--- config.mk ---
export PLATFORM = sky130hd
export DESIGN_NAME = mwh_eeprom_host
export DESIGN_NICKNAME = d
export VERILOG_FILES = /design/src/rtl/mwh_pkg.sv /design/src/rtl/mwh_sk_gen.sv /design/src/rtl/mwh_wait_cnt.sv /design/src/rtl/mwh_eeprom_host.sv
export SDC_FILE = /design/constraint.sdc
export NUM_CORES = 1
export LEC_CHECK = 0
export ABC_AREA = 1
export BUFFER_PORTS_ARGS = -buffer_cell sky130_fd_sc_hd__buf_2
export CORE_AREA = 10 10 130 132
export DETAILED_ROUTE_END_ITERATION = 8
export DIE_AREA = 0 0 140 142
export PLACE_DENSITY = 0.74
export SLEW_MARGIN = 20
export SYNTH_ARGS = -nofsm -noshare
export SYNTH_HDL_FRONTEND = slang
export SYNTH_HIERARCHICAL = 1
export SYNTH_SLANG_ARGS = --single-unit
export TNS_END_PERCENT = 1
--- constraint.sdc ---
create_clock -name clk -period 2.78 [get_ports clk]
set_input_delay 0.834 -clock clk [delete_from_list [all_inputs] [get_ports clk]]
set_output_delay 0.834 -clock clk [all_outputs]
set_load 0.005 [all_outputs]
--- src/rtl/mwh_pkg.sv ---
package mwh_pkg;

    localparam int AW16    = 8;
    localparam int AW8     = AW16 + 1;
    localparam int DW16    = 16;
    localparam int DW8     = 8;
    localparam int FR16    = 3 + AW16 + DW16;
    localparam int FR8     = 3 + AW8 + DW8;
    localparam int FRAME_W = (FR16 > FR8) ? FR16 : FR8;
    localparam int LEN_W   = $clog2(FRAME_W + 1);
    localparam int BCW     = $clog2(DW16 + 1);

    typedef enum logic [2:0] {
        CMD_READ  = 3'd0,
        CMD_WRITE = 3'd1,
        CMD_ERASE = 3'd2,
        CMD_WEN   = 3'd3,
        CMD_WDS   = 3'd4,
        CMD_ERALL = 3'd5,
        CMD_WRALL = 3'd6
    } cmd_e;

    typedef enum logic [2:0] {
        S_IDLE, S_SEND, S_RECV, S_GAP, S_POLL
    } state_e;

    typedef struct packed {
        logic [FRAME_W-1:0] bits;
        logic [LEN_W-1:0]   len;
    } frame_t;

    function automatic logic is_prog(cmd_e c);
        return (c == CMD_WRITE) || (c == CMD_ERASE) ||
               (c == CMD_ERALL) || (c == CMD_WRALL);
    endfunction

    function automatic frame_t mk_frame(cmd_e c, logic org16,
                                        logic [AW8-1:0] addr,
                                        logic [DW16-1:0] wdata);
        frame_t             f;
        logic [1:0]         op;
        logic [1:0]         sub;
        logic               use_sub;
        logic               has_data;
        int unsigned        alen;
        int unsigned        dlen;
        int unsigned        len;
        logic [FRAME_W-1:0] acc;
        logic [FRAME_W-1:0] afield;
        logic [FRAME_W-1:0] dfield;
        alen     = org16 ? AW16 : AW8;
        dlen     = org16 ? DW16 : DW8;
        op       = 2'b00;
        sub      = 2'b00;
        use_sub  = 1'b0;
        has_data = 1'b0;
        case (c)
            CMD_READ:  op = 2'b10;
            CMD_WRITE: begin op = 2'b01; has_data = 1'b1; end
            CMD_ERASE: op = 2'b11;
            CMD_WEN:   begin use_sub = 1'b1; sub = 2'b11; end
            CMD_ERALL: begin use_sub = 1'b1; sub = 2'b10; end
            CMD_WRALL: begin use_sub = 1'b1; sub = 2'b01; has_data = 1'b1; end
            default:   begin use_sub = 1'b1; sub = 2'b00; end
        endcase
        if (use_sub)
            afield = FRAME_W'(sub) << (alen - 2);
        else
            afield = FRAME_W'(addr) & ((FRAME_W'(1) << alen) - FRAME_W'(1));
        dfield = FRAME_W'(wdata) & ((FRAME_W'(1) << dlen) - FRAME_W'(1));
        acc    = FRAME_W'({1'b1, op});
        acc    = (acc << alen) | afield;
        len    = 3 + alen;
        if (has_data) begin
            acc = (acc << dlen) | dfield;
            len = len + dlen;
        end
        f.bits = acc << (FRAME_W - len);
        f.len  = LEN_W'(len);
        return f;
    endfunction

endpackage

--- src/rtl/mwh_sk_gen.sv ---
module mwh_sk_gen #(
    parameter int HALF_W = 8
) (
    input  logic              clk,
    input  logic              rst,
    input  logic              run,
    input  logic [HALF_W-1:0] half,
    output logic              sk,
    output logic              rise,
    output logic              fall
);
    logic [HALF_W-1:0] cnt;
    logic [HALF_W-1:0] lim;
    logic              tick;

    assign lim  = (half == '0) ? '0 : half - 1'b1;
    assign tick = run && (cnt == lim);
    assign rise = tick && !sk;
    assign fall = tick && sk;

    always_ff @(posedge clk) begin
        if (rst || !run) begin
            cnt <= '0;
            sk  <= 1'b0;
        end else if (tick) begin
            cnt <= '0;
            sk  <= ~sk;
        end else begin
            cnt <= cnt + 1'b1;
        end
    end

    AST_SK_PARKED: assert property (@(posedge clk) disable iff (rst)
        !run |=> !sk) else $error("SK toggles while stopped");
endmodule

--- src/rtl/mwh_wait_cnt.sv ---
module mwh_wait_cnt #(
    parameter int W = 16
) (
    input  logic         clk,
    input  logic         rst,
    input  logic         en,
    output logic [W-1:0] cnt
);
    always_ff @(posedge clk) begin
        if (rst || !en)
            cnt <= '0;
        else if (cnt != '1)
            cnt <= cnt + 1'b1;
    end
endmodule

--- src/rtl/mwh_eeprom_host.sv ---
module mwh_eeprom_host
    import mwh_pkg::*;
#(
    parameter int HALF_W  = 8,
    parameter int GAP_W   = 8,
    parameter int TMO_W   = 16,
    parameter int WORDS_W = 8
) (
    input  logic               clk,
    input  logic               rst,
    input  logic               req_valid,
    output logic               req_ready,
    input  logic [2:0]         req_cmd,
    input  logic               req_org16,
    input  logic [AW8-1:0]     req_addr,
    input  logic [DW16-1:0]    req_wdata,
    input  logic [WORDS_W-1:0] req_words,
    input  logic [HALF_W-1:0]  cfg_half,
    input  logic [GAP_W-1:0]   cfg_gap,
    input  logic [TMO_W-1:0]   cfg_tmo,
    output logic               mw_cs,
    output logic               mw_sk,
    output logic               mw_di,
    input  logic               mw_do,
    output logic               busy,
    output logic               rd_valid,
    output logic [DW16-1:0]    rd_data,
    output logic               done,
    output logic               timeout
);
    state_e             state;
    logic [FRAME_W-1:0] frame;
    logic [LEN_W-1:0]   bits_left;
    cmd_e               cmd_q;
    logic               org_q;
    logic [BCW-1:0]     bit_cnt;
    logic [WORDS_W-1:0] words_left;
    logic [DW16-1:0]    rsh;
    logic               sk_rise;
    logic               sk_fall;
    logic [GAP_W-1:0]   gap_cnt;
    logic [TMO_W-1:0]   poll_cnt;
    logic [GAP_W-1:0]   gap_lim;
    logic [TMO_W-1:0]   tmo_lim;
    logic [BCW-1:0]     dlen;
    logic [DW16-1:0]    word_in;
    frame_t             nf;

    assign req_ready = (state == S_IDLE);
    assign busy      = (state != S_IDLE);
    assign mw_di     = (state == S_SEND) && frame[FRAME_W-1];
    assign gap_lim   = (cfg_gap == '0) ? '0 : cfg_gap - 1'b1;
    assign tmo_lim   = (cfg_tmo == '0) ? TMO_W'(1) : cfg_tmo;
    assign dlen      = org_q ? BCW'(DW16) : BCW'(DW8);
    assign nf        = mk_frame(cmd_e'(req_cmd), req_org16, req_addr, req_wdata);
    assign word_in   = org_q ? {rsh[DW16-2:0], mw_do}
                             : {{(DW16-DW8){1'b0}}, rsh[DW8-2:0], mw_do};

    mwh_sk_gen #(.HALF_W(HALF_W)) u_sk (
        .clk(clk), .rst(rst),
        .run((state == S_SEND) || (state == S_RECV)),
        .half(cfg_half), .sk(mw_sk), .rise(sk_rise), .fall(sk_fall)
    );

    mwh_wait_cnt #(.W(GAP_W)) u_gap (
        .clk(clk), .rst(rst), .en(state == S_GAP), .cnt(gap_cnt)
    );

    mwh_wait_cnt #(.W(TMO_W)) u_poll (
        .clk(clk), .rst(rst), .en(state == S_POLL), .cnt(poll_cnt)
    );

    always_ff @(posedge clk) begin
        if (rst) begin
            state      <= S_IDLE;
            frame      <= '0;
            bits_left  <= '0;
            cmd_q      <= CMD_READ;
            org_q      <= 1'b1;
            bit_cnt    <= '0;
            words_left <= '0;
            rsh        <= '0;
            mw_cs      <= 1'b0;
            rd_valid   <= 1'b0;
            rd_data    <= '0;
            done       <= 1'b0;
            timeout    <= 1'b0;
        end else begin
            rd_valid <= 1'b0;
            done     <= 1'b0;
            timeout  <= 1'b0;
            case (state)
                S_IDLE: if (req_valid) begin
                    frame      <= nf.bits;
                    bits_left  <= nf.len;
                    cmd_q      <= cmd_e'(req_cmd);
                    org_q      <= req_org16;
                    words_left <= (req_words == '0) ? WORDS_W'(1) : req_words;
                    mw_cs      <= 1'b1;
                    state      <= S_SEND;
                end
                S_SEND: if (sk_fall) begin
                    frame     <= frame << 1;
                    bits_left <= bits_left - 1'b1;
                    if (bits_left == LEN_W'(1)) begin
                        if (cmd_q == CMD_READ) begin
                            bit_cnt <= dlen;
                            state   <= S_RECV;
                        end else if (is_prog(cmd_q)) begin
                            mw_cs <= 1'b0;
                            state <= S_GAP;
                        end else begin
                            mw_cs <= 1'b0;
                            done  <= 1'b1;
                            state <= S_IDLE;
                        end
                    end
                end
                S_RECV: if (sk_fall) begin
                    rsh     <= {rsh[DW16-2:0], mw_do};
                    bit_cnt <= bit_cnt - 1'b1;
                    if (bit_cnt == BCW'(1)) begin
                        rd_valid   <= 1'b1;
                        rd_data    <= word_in;
                        bit_cnt    <= dlen;
                        words_left <= words_left - 1'b1;
                        if (words_left == WORDS_W'(1)) begin
                            mw_cs <= 1'b0;
                            done  <= 1'b1;
                            state <= S_IDLE;
                        end
                    end
                end
                S_GAP: if (gap_cnt >= gap_lim) begin
                    mw_cs <= 1'b1;
                    state <= S_POLL;
                end
                S_POLL: begin
                    if (poll_cnt != '0 && mw_do) begin
                        mw_cs <= 1'b0;
                        done  <= 1'b1;
                        state <= S_IDLE;
                    end else if (poll_cnt >= tmo_lim) begin
                        mw_cs   <= 1'b0;
                        timeout <= 1'b1;
                        state   <= S_IDLE;
                    end
                end
                default: state <= S_IDLE;
            endcase
        end
    end

    AST_DI_STABLE: assert property (@(posedge clk) disable iff (rst)
        $rose(mw_sk) |-> $stable(mw_di)) else $error("DI moved at SK rise");
    AST_SK_NO_CS: assert property (@(posedge clk) disable iff (rst)
        !mw_cs |-> !mw_sk) else $error("SK active without CS");
    AST_RDV_SRC: assert property (@(posedge clk) disable iff (rst)
        rd_valid |-> $past(state == S_RECV)) else $error("stray read strobe");
    AST_GAP_CS_LOW: assert property (@(posedge clk) disable iff (rst)
        (state == S_GAP) |-> !mw_cs) else $error("CS high in gap");
    AST_TMO_SRC: assert property (@(posedge clk) disable iff (rst)
        timeout |-> $past(state == S_POLL)) else $error("timeout outside poll");
    AST_END_PULSE: assert property (@(posedge clk) disable iff (rst)
        $fell(busy) |-> (done || timeout)) else $error("busy fell silently");
    AST_END_EXCL: assert property (@(posedge clk) disable iff (rst)
        !(done && timeout)) else $error("done with timeout");
endmodule

* Word-level counts from Yosys, hierarchy flattened
Cells that the tools add are included.
Cells by class: $lt $le $gt $ge 2, equal/unequal tests 29, multiplexer cells 64, add/sub/neg operators 14, reductions and logical operators 40, bitwise operators 8, shift operators 6
Operators with widths (number):
- $mux 27 | 4
- $or 27x27->27 | 2
- $pmux 27 s2 | 1
- $sub 27x1->27 const B | 2
- $mux 8 | 6
- $mux 5 | 9
- $mux 16 | 2
- $shl 2x32->27 | 1
- $shl 27x32->27 | 1
- $sub 5x32->32 const A | 1
- $and 16x27->27 | 1
- $and 9x27->27 | 1
- $mux 3 | 9
- $shl 1x4->27 const A | 1
- $shl 1x5->27 const A | 1
- $shl 27x5->27 | 1
- $shl 3x4->27 | 1
- $logic_not 8->1 | 3
- $sub 8x1->8 const B | 3
- $mux 1 | 22
- $pmux 5 s2 | 2
- $add 16x1->16 const B | 1
- $add 8x1->8 const B | 2
- $ge 16x16->1 | 1
- other kinds (41) | 85
Word-level totals: bits of input ports 73, output and inout port bits 24, flip-flop bits (word level) 120, word-level logic and storage cells 180

* Depth between registers and ports, before layout
Gate-level depths: netlist (run 1).
depth in word-level cells 12, gate-level depth with buffers 22, depth with buffers taken out 22

* Modules after synthesis
The synthesis (run 1) kept the hierarchy.
By module, submodules not included:
- mwh_eeprom_host | area an instance 5355.1 µm², seq. area each 1741.7 µm², instances 1, cells an instance 806
- mwh_wait_cnt at u_poll | area an instance 937.1 µm², seq. area each 320.3 µm², instances 1, cells an instance 139
- mwh_sk_gen | area an instance 739.5 µm², seq. area each 180.2 µm², instances 1, cells an instance 121
- mwh_wait_cnt at u_gap | area an instance 425.4 µm², seq. area each 160.2 µm², instances 1, cells an instance 66

* Worst setup path before layout (run 1)
No wires, ideal clock.
path kind input -> register, from in cfg_half[0], to reg bit_cnt[2], data required time 2662 ps, path buffers 0, setup time 118 ps, stages 21, setup slack -128 ps, arrival time 2790 ps, path through inv_1 ha_1 nand2_2 o21ai_0 nand2_1 nand2_1 nand2_1 nor2_1 nand2_1 nor2_2 nand3_1 inv_1 inv_1 nor2_4 inv_2 o21ai_1 nand2_2 inv_2 nand3_1 nand2_1 nor2_1
Between the ends: longest elaborated chain between the ends 7, elaborated cells between the ends (all ways) 9, those cells by class add/sub: 1; eq/ne: 3; mux: 1; reduce/logical: 4
Ends and longest elaborated chain:
- from (decl) | line mwh_eeprom_host.sv:18 | input logic [HALF_W-1:0] cfg_half,
- $sub 8x1->8 / $logic_not 8->1 (equally long branches) | line mwh_sk_gen.sv:16 | assign lim = (half == '0) ? '0 : half - 1'b1;
- $mux 8 (*) | line mwh_sk_gen.sv:16
- $eq 8x8->1 (*) | line mwh_sk_gen.sv:17 | assign tick = run && (cnt == lim);
- $logic_and 1x1->1 (*) | line mwh_sk_gen.sv:17
- $logic_and 1x1->1 (*) | line mwh_sk_gen.sv:19 | assign fall = tick && sk;
- net sk_fall | line mwh_eeprom_host.sv:40 | logic sk_fall;
- $ne 2x2->1 (no line)
- $reduce_and 5->1 (no line) (*)
- to (signal assigned) | line mwh_eeprom_host.sv:107 | bit_cnt <= dlen;
- to (signal assigned) | line mwh_eeprom_host.sv:121 | bit_cnt <= bit_cnt - 1'b1;
- to (signal assigned) | line mwh_eeprom_host.sv:125 | bit_cnt <= dlen;
- to (decl) | line mwh_eeprom_host.sv:36 | logic [BCW-1:0] bit_cnt;
The timed path passes the listed nets; every way through them passes the cells marked *. A chain may end at the register's enable or synchronous reset.

* Worst setup path after layout (run 1)
from in cfg_half[0], to reg words_left[1]
Between the ends: longest elaborated chain between the ends 7, elaborated cells between the ends (all ways) 8, those cells by class add/sub: 1; eq/ne: 2; mux: 1; reduce/logical: 4
Ends and longest elaborated chain:
- $sub 8x1->8 / $logic_not 8->1 (equally long branches) | line mwh_sk_gen.sv:16
- $mux 8 (*) | line mwh_sk_gen.sv:16
- $eq 8x8->1 (*) | line mwh_sk_gen.sv:17
- $logic_and 1x1->1 (*) | line mwh_sk_gen.sv:17
- $logic_and 1x1->1 (*) | line mwh_sk_gen.sv:19
- net sk_fall | line mwh_eeprom_host.sv:40
- $ne 2x2->1 (no line) (*)
- $reduce_and 4->1 (no line) (*)
- to (signal assigned) | line mwh_eeprom_host.sv:98 | words_left <= (req_words == '0) ? WORDS_W'(1) : req_words;
- to (signal assigned) | line mwh_eeprom_host.sv:126 | words_left <= words_left - 1'b1;
- to (decl) | line mwh_eeprom_host.sv:37 | logic [WORDS_W-1:0] words_left;
Marks and branches as above.

==> results.py, run 1 <==
metrics = {
    "die": {
        "num_io_pins": 97,
        "die_height_um": 142,
        "die_area_um2": 19900,
        "start_util_pct": 52.1,
        "num_rows": 44,
        "coreArea_um2": 14300,
        "die_w_um": 140,
    },
    "power_and_ir_drop": {
        "power_per_cell_area_nw_per_um2": 736,
        "swShare_pct": 37.3,
        "pwr-share-clk_pct": 32.6,
        "ir_drop_mv": 0.480,
        "switching_power_mw": 2.49,
        "p_leak_nw": 4.29,
        "comb_power_share_pct": 35.6,
        "p_int_mw": 4.19,
        "seqPwrFrac_pct": 31.7,
    },
    "sta": {
        "finalCritPeriodShare_pct": 94.4,
        "worst_slew_pin_slew_ns": 0.495,
        "rsz0062_at_grt": "yes",
        "min_period_ns": 2.62,
        "finalSetupViolCount": 0,
        "hold_violations": 0,
        "final.setup_skew_ns": 0.0122,
        "tns_ns": 0,
        "fmax_ghz": 0.381,
        "setup_ws_ns": 0.156,
        "relSlewSlack_pct": 66.9,
        "report.final.slew_viol_count": 0,
    },
    "job": {
        "cap_violations": 0,
    },
    "layout": {
        "area_growth_pct": 22.0,
        "fillers": 1354,
        "stdcell_count": 1463,
        "fin_nets": 1376,
        "drive_above_1_share_pct": 22.0,
        "n_antenna_cell": 0,
        "stdcell_area_um2": 9090,
        "finish.utilization_pct": 63.5,
    },
    "synthesis": {
        "syn_avg_cell_area_um2": 6.59,
        "yosys_warnings": 6,
        "netlist_area_um2": 7450,
        "synthesis.instances": 1131,
        "syn_nets": 1240,
    },
    "clock_network": {
        "cts_tree": "yes",
        "cts_root_buf": "clkbuf_16",
        "numCtsBuffers": 17,
        "cts_buffer_depth": 2,
        "path_clk_slew_ns": 0.05,
        "htreeDepth": 4,
        "cts_sinks": 120,
        "clk_latency_ns": 0.42,
    },
    "worst_setup_path": {
        "crit_type": "in2reg",
        "arrival_ns": 2.93,
        "cp_max_fo": 6,
        "cp-start-kind": "input pin",
        "worstSetupEndpointType": "flip-flop",
        "required_ns": 3.08,
    },
    "routing": {
        "vias": 7616,
        "ant_nets": 0,
        "drt-wirelength-per-cell_um": 13.4,
        "drc": 0,
        "viasPerCell": 5.21,
        "first_pass_iters": 7,
        "postRouteWirelength_mm": 19.6,
        "drt_iter0_markers": 648,
    },
    "placement": {
        "post-place-ws_ns": -0.339,
        "gp_congestion": 0.934,
        "dp_cells": 1426,
        "placed_area_um2": 8390,
        "io_buffers": 96,
        "dp_hpwl_mm": 14.7,
    },
    "status": {
        "status": "finished clean",
    },
    "grt": {
        "grt.overflow.total": 0,
        "grt.total_usage_pct": 19.3,
        "grt_pass1_vias": 7153,
        "grt_pass1_wl_mm": 32.9,
        "grt_start_max_net_pins": 31,
        "antenna_found_initial": 0,
    },
    "min_path": {
        "min_path_type": "reg2reg",
    },
}
[power by group through the flow]
stage | clock, mW | sequential (mW) | combinational [mW]
3_3_place_gp | 0 | 2.15 | 2.25
2_1_floorplan | 0 | 2.11 | 1.70
6_report | 2.18 | 2.12 | 2.38
3_5_place_dp | 0 | 2.15 | 2.29
4_1_cts | 2.21 | 2.12 | 2.31
5_1_grt | 2.27 | 2.15 | 2.71
[final cells by class]
type	count	area, µm²	area share (%)
Tap cell	184	230	2.53
Inverter	164	621	6.83
Multi-Input combinational cell	816	4350	47.9
Timing Repair Buffer	148	900	9.90
Sequential cell	120	2400	26.4
Clock inverter	13	146	1.61
Clock buffer	18	439	4.83
[critical path, stage by stage]
cell and delay (ns):
buf_2 0.10, inv_2 0.07, ha_4 0.15, nand2_4 0.06, nor2_4 0.18, nand2_4 0.08
nand3_1 0.08, nand3_1 0.11, nor3_2 0.26, nand3_2 0.15, inv_2 0.12, inv_4 0.05
nand2_4 0.07, nand2_2 0.06, a21oi_4 0.22, inv_2 0.08, a211oi_1 0.18, nor2_1 0.06
[per-stage QoR]
| stage | power [mW] | hold WS (ns) |
|---|---|---|
| final | 6.69 | 0.458 |
| after floorplan | 3.81 | 0.433 |
| after detailed placement | 4.44 | 0.450 |
| after global placement | 4.40 | 0.448 |
| after CTS | 6.64 | 0.459 |
| after global routing | 7.13 | 0.469 |
[repair_timing]
| action | in CTS | in global routing |
|---|---|---|
| setup buffers | 0 | 5 |
| setup endpoints to repair | 0 | 46 |
| hold buffers | 0 | 0 |
| gates resized for setup | 0 | 20 |
[sequential cells by signal, indices dropped and copies added (netlist names)]
| name | count |
|---|---|
| rd_data | 16 |
| u_sk/cnt | 8 |
| cmd_q | 3 |
| frame | 27 |
| u_gap/cnt | 8 |
| mw_cs | 1 |
| org_q | 1 |
| bit_cnt | 5 |
| rsh | 15 |
| bits_left | 5 |
| u_poll/cnt | 16 |
| state | 3 |
| timeout | 1 |
| done | 1 |
| words_left | 8 |
| rd_valid | 1 |
| u_sk/sk | 1 |
[metal layers]
layer	up-vias	GRT usage, %	wire length [µm]
met1	3434	24.6	9180
met5	-	0	0
met2	191	31.7	9190
met3	25	4.04	922
li1	3966	-	-
met4	0	6.14	315
[worst paths after layout]
path                           endpoint             startpoint  cells after the start  slack, ns
max reg2reg  words_left[1]$_SDFFE_PP0P_  state[2]$_SDFFE_PP0P_                     16       0.55
max          words_left[1]$_SDFFE_PP0P_            cfg_half[0]                     18       0.16
min reg2reg       cmd_q[0]$_SDFFE_PP0P_  cmd_q[0]$_SDFFE_PP0P_                      2       0.46
min               cmd_q[0]$_SDFFE_PP0P_  cmd_q[0]$_SDFFE_PP0P_                      2       0.46
[cells in the final DEF, fill, tap and decap left out, types with 26 or more instances in the layout]
master	n
inv_1	131
dfxtp_1	120
inv_2	29
nand2_1	227
ha_1	35
a21oi_1	109
o21ai_0	73
o21ai_1	26
nor2_1	127
nand3_1	65
buf_2	96
buf_4	49
Power figures use the tool's default switching activity.
==> run 2, diff against run 1 <==
Settings changed: PLACE_DENSITY 0.74 to default, PLACE_DENSITY_LB_ADDON from default to 0.2.
==> results.py, run 2 (same netlist as run 1, synthesis figures left out) <==
metrics = {
    "status": {
        "status": "finished clean",
    },
    "placement": {
        "io_buffers": 96,
        "post-place-ws_ns": -0.303,
        "gp_congestion": 0.929,
        "dp_hpwl_mm": 14.4,
    },
    "clock_network": {
        "numCtsBuffers": 17,
        "cts_root_buf": "clkbuf_16",
        "cts_tree": "yes",
        "cts.hold.buffers_added": 0,
        "cts_sinks": 120,
        "cts_buffer_depth": 2,
        "clk_latency_ns": 0.43,
        "htreeDepth": 4,
        "path_clk_slew_ns": 0.06,
    },
    "worst_setup_path": {
        "arrival_ns": 2.90,
        "worstSetupEndpointType": "flip-flop",
        "crit_type": "in2reg",
        "cp-start-kind": "input pin",
        "cp_max_fo": 9,
        "required_ns": 3.09,
    },
    "sta": {
        "report.final.slew_viol_count": 0,
        "finalSetupViolCount": 0,
        "fmax_ghz": 0.387,
        "relSlewSlack_pct": 66.9,
        "min_period_ns": 2.58,
        "whs_ns": 0.456,
        "tns_ns": 0,
        "hold_violations": 0,
        "setup_ws_ns": 0.199,
        "worst_slew_pin_slew_ns": 0.494,
        "finalCritPeriodShare_pct": 92.8,
        "final.setup_skew_ns": 0.00856,
    },
    "power_and_ir_drop": {
        "seqPwrFrac_pct": 31.0,
        "pwr-share-clk_pct": 34.4,
        "ir_drop_mv": 0.561,
        "switching_power_mw": 2.47,
        "comb_power_share_pct": 34.6,
        "power_per_cell_area_nw_per_um2": 753,
        "p_int_mw": 4.38,
        "p_leak_nw": 4.29,
        "p_total_mw": 6.85,
        "swShare_pct": 36.1,
    },
    "routing": {
        "ant_nets": 0,
        "viasPerCell": 5.13,
        "drt_iter0_markers": 497,
        "drt-wirelength-per-cell_um": 13.2,
        "drc": 0,
        "postRouteWirelength_mm": 19.2,
        "first_pass_iters": 5,
        "vias": 7503,
    },
    "grt": {
        "grt.overflow.total": 0,
        "grt_pass1_wl_mm": 32.5,
        "grt_pass1_vias": 7137,
        "grt_start_max_net_pins": 43,
        "grt.total_usage_pct": 19.2,
        "antenna_found_initial": 0,
    },
    "layout": {
        "area_growth_pct": 22.0,
        "fin_nets": 1374,
        "seq_area_um2": 2400,
        "fillers": 1349,
        "final_common_cell": "nand2_1",
        "largest_reg_flops": 27,
        "top_regs": "frame (27), rd_data (16), u_poll/cnt (16)",
        "multi_input_area_um2": 4340,
        "final_cell_mix": "nand2_1, inv_1, nor2_1",
        "regMostFlops": "frame",
        "drive_above_1_share_pct": 21.7,
        "n_antenna_cell": 0,
    },
    "die": {
        "start_util_pct": 52.1,
        "die_height_um": 142,
        "die_area_um2": 19900,
        "num_io_pins": 97,
        "die_w_um": 140,
        "coreArea_um2": 14300,
        "num_rows": 44,
    },
    "min_path": {
        "min_path_type": "reg2reg",
    },
    "job": {
        "cap_violations": 0,
    },
}
==> run 2: changes by cell type in the layout (fill, tap and decap cells not counted), sizes merged <==
cell,delta
clkbuf,+1
bufinv,+2
clkinvlp,-3
nand2,-1
buf,-1
inv,+1
==> run 2: timing repair <==
action / CTS / global route
setup buffers: 0 / 0
setup endpoints to repair: 0 / 10
gates resized for setup: 0 / 17
==> run 2: worst paths after layout <==
path,startpoint,to,slack (ns),cells past startpoint
setup / recovery,cfg_half[1],words_left[1]$_SDFFE_PP0P_,0.20,18
hold / removal,rd_data[10]$_SDFFE_PP0P_,rd_data[10]$_SDFFE_PP0P_,0.46,2
setup reg to reg,state[2]$_SDFFE_PP0P_,words_left[1]$_SDFFE_PP0P_,0.60,16
hold reg to reg,rd_data[10]$_SDFFE_PP0P_,rd_data[10]$_SDFFE_PP0P_,0.46,2
==> run 2: final cells by class <==
class | count | share of cell area, %
clock buffers | 19 | 4.76
clock inverters | 13 | 2.12
inverters | 164 | 6.80
multi-input cells | 815 | 47.7
flip-flops and latches | 120 | 26.4
well taps | 184 | 2.53
repair buffers | 147 | 9.71
==> run 2: critical path, cell delays in order <==
cell	delay (ns)
buf_2	0.10
inv_1	0.09
ha_4	0.15
nand2_2	0.08
nor2_4	0.13
nand2_4	0.09
nand3_1	0.08
nand3_1	0.10
nor3_2	0.23
nand3_2	0.13
inv_2	0.10
inv_2	0.06
nand2_1	0.09
nand2_2	0.07
a21oi_4	0.24
inv_2	0.09
a211oi_1	0.18
nor2_1	0.06
==> run 2: metrics by stage <==
step | utilization [%] | instance area (µm²) | cells
detailed placement | 58.7 | 8410 | 1430
floorplan | - | 7470 | 1131
finish | 63.5 | 9100 | 1462
CTS | 63.1 | 9030 | 1462
global placement | 58.7 | 8410 | 1430
global route | 63.5 | 9100 | 1462
==> run 2: routing by layer <==
metal | vias up | part of all wire (%) | global-route usage [%]
li1 | 3973 | - | -
met3 | 22 | 5.3 | 5.24
met2 | 169 | 48 | 32.7
met1 | 3339 | 46 | 23.1
met4 | 0 | 1.4 | 5.60
met5 | - | 0 | 0
==> run 2: power groups by stage <==
stage          registers (mW)  clock network, mW  logic, mW
2_1_floorplan            2.11                  0       1.70
3_3_place_gp             2.15                  0       2.27
5_1_grt                  2.15               2.46       2.68
3_5_place_dp             2.15                  0       2.30
6_report                 2.12               2.36       2.37
4_1_cts                  2.12               2.38       2.32
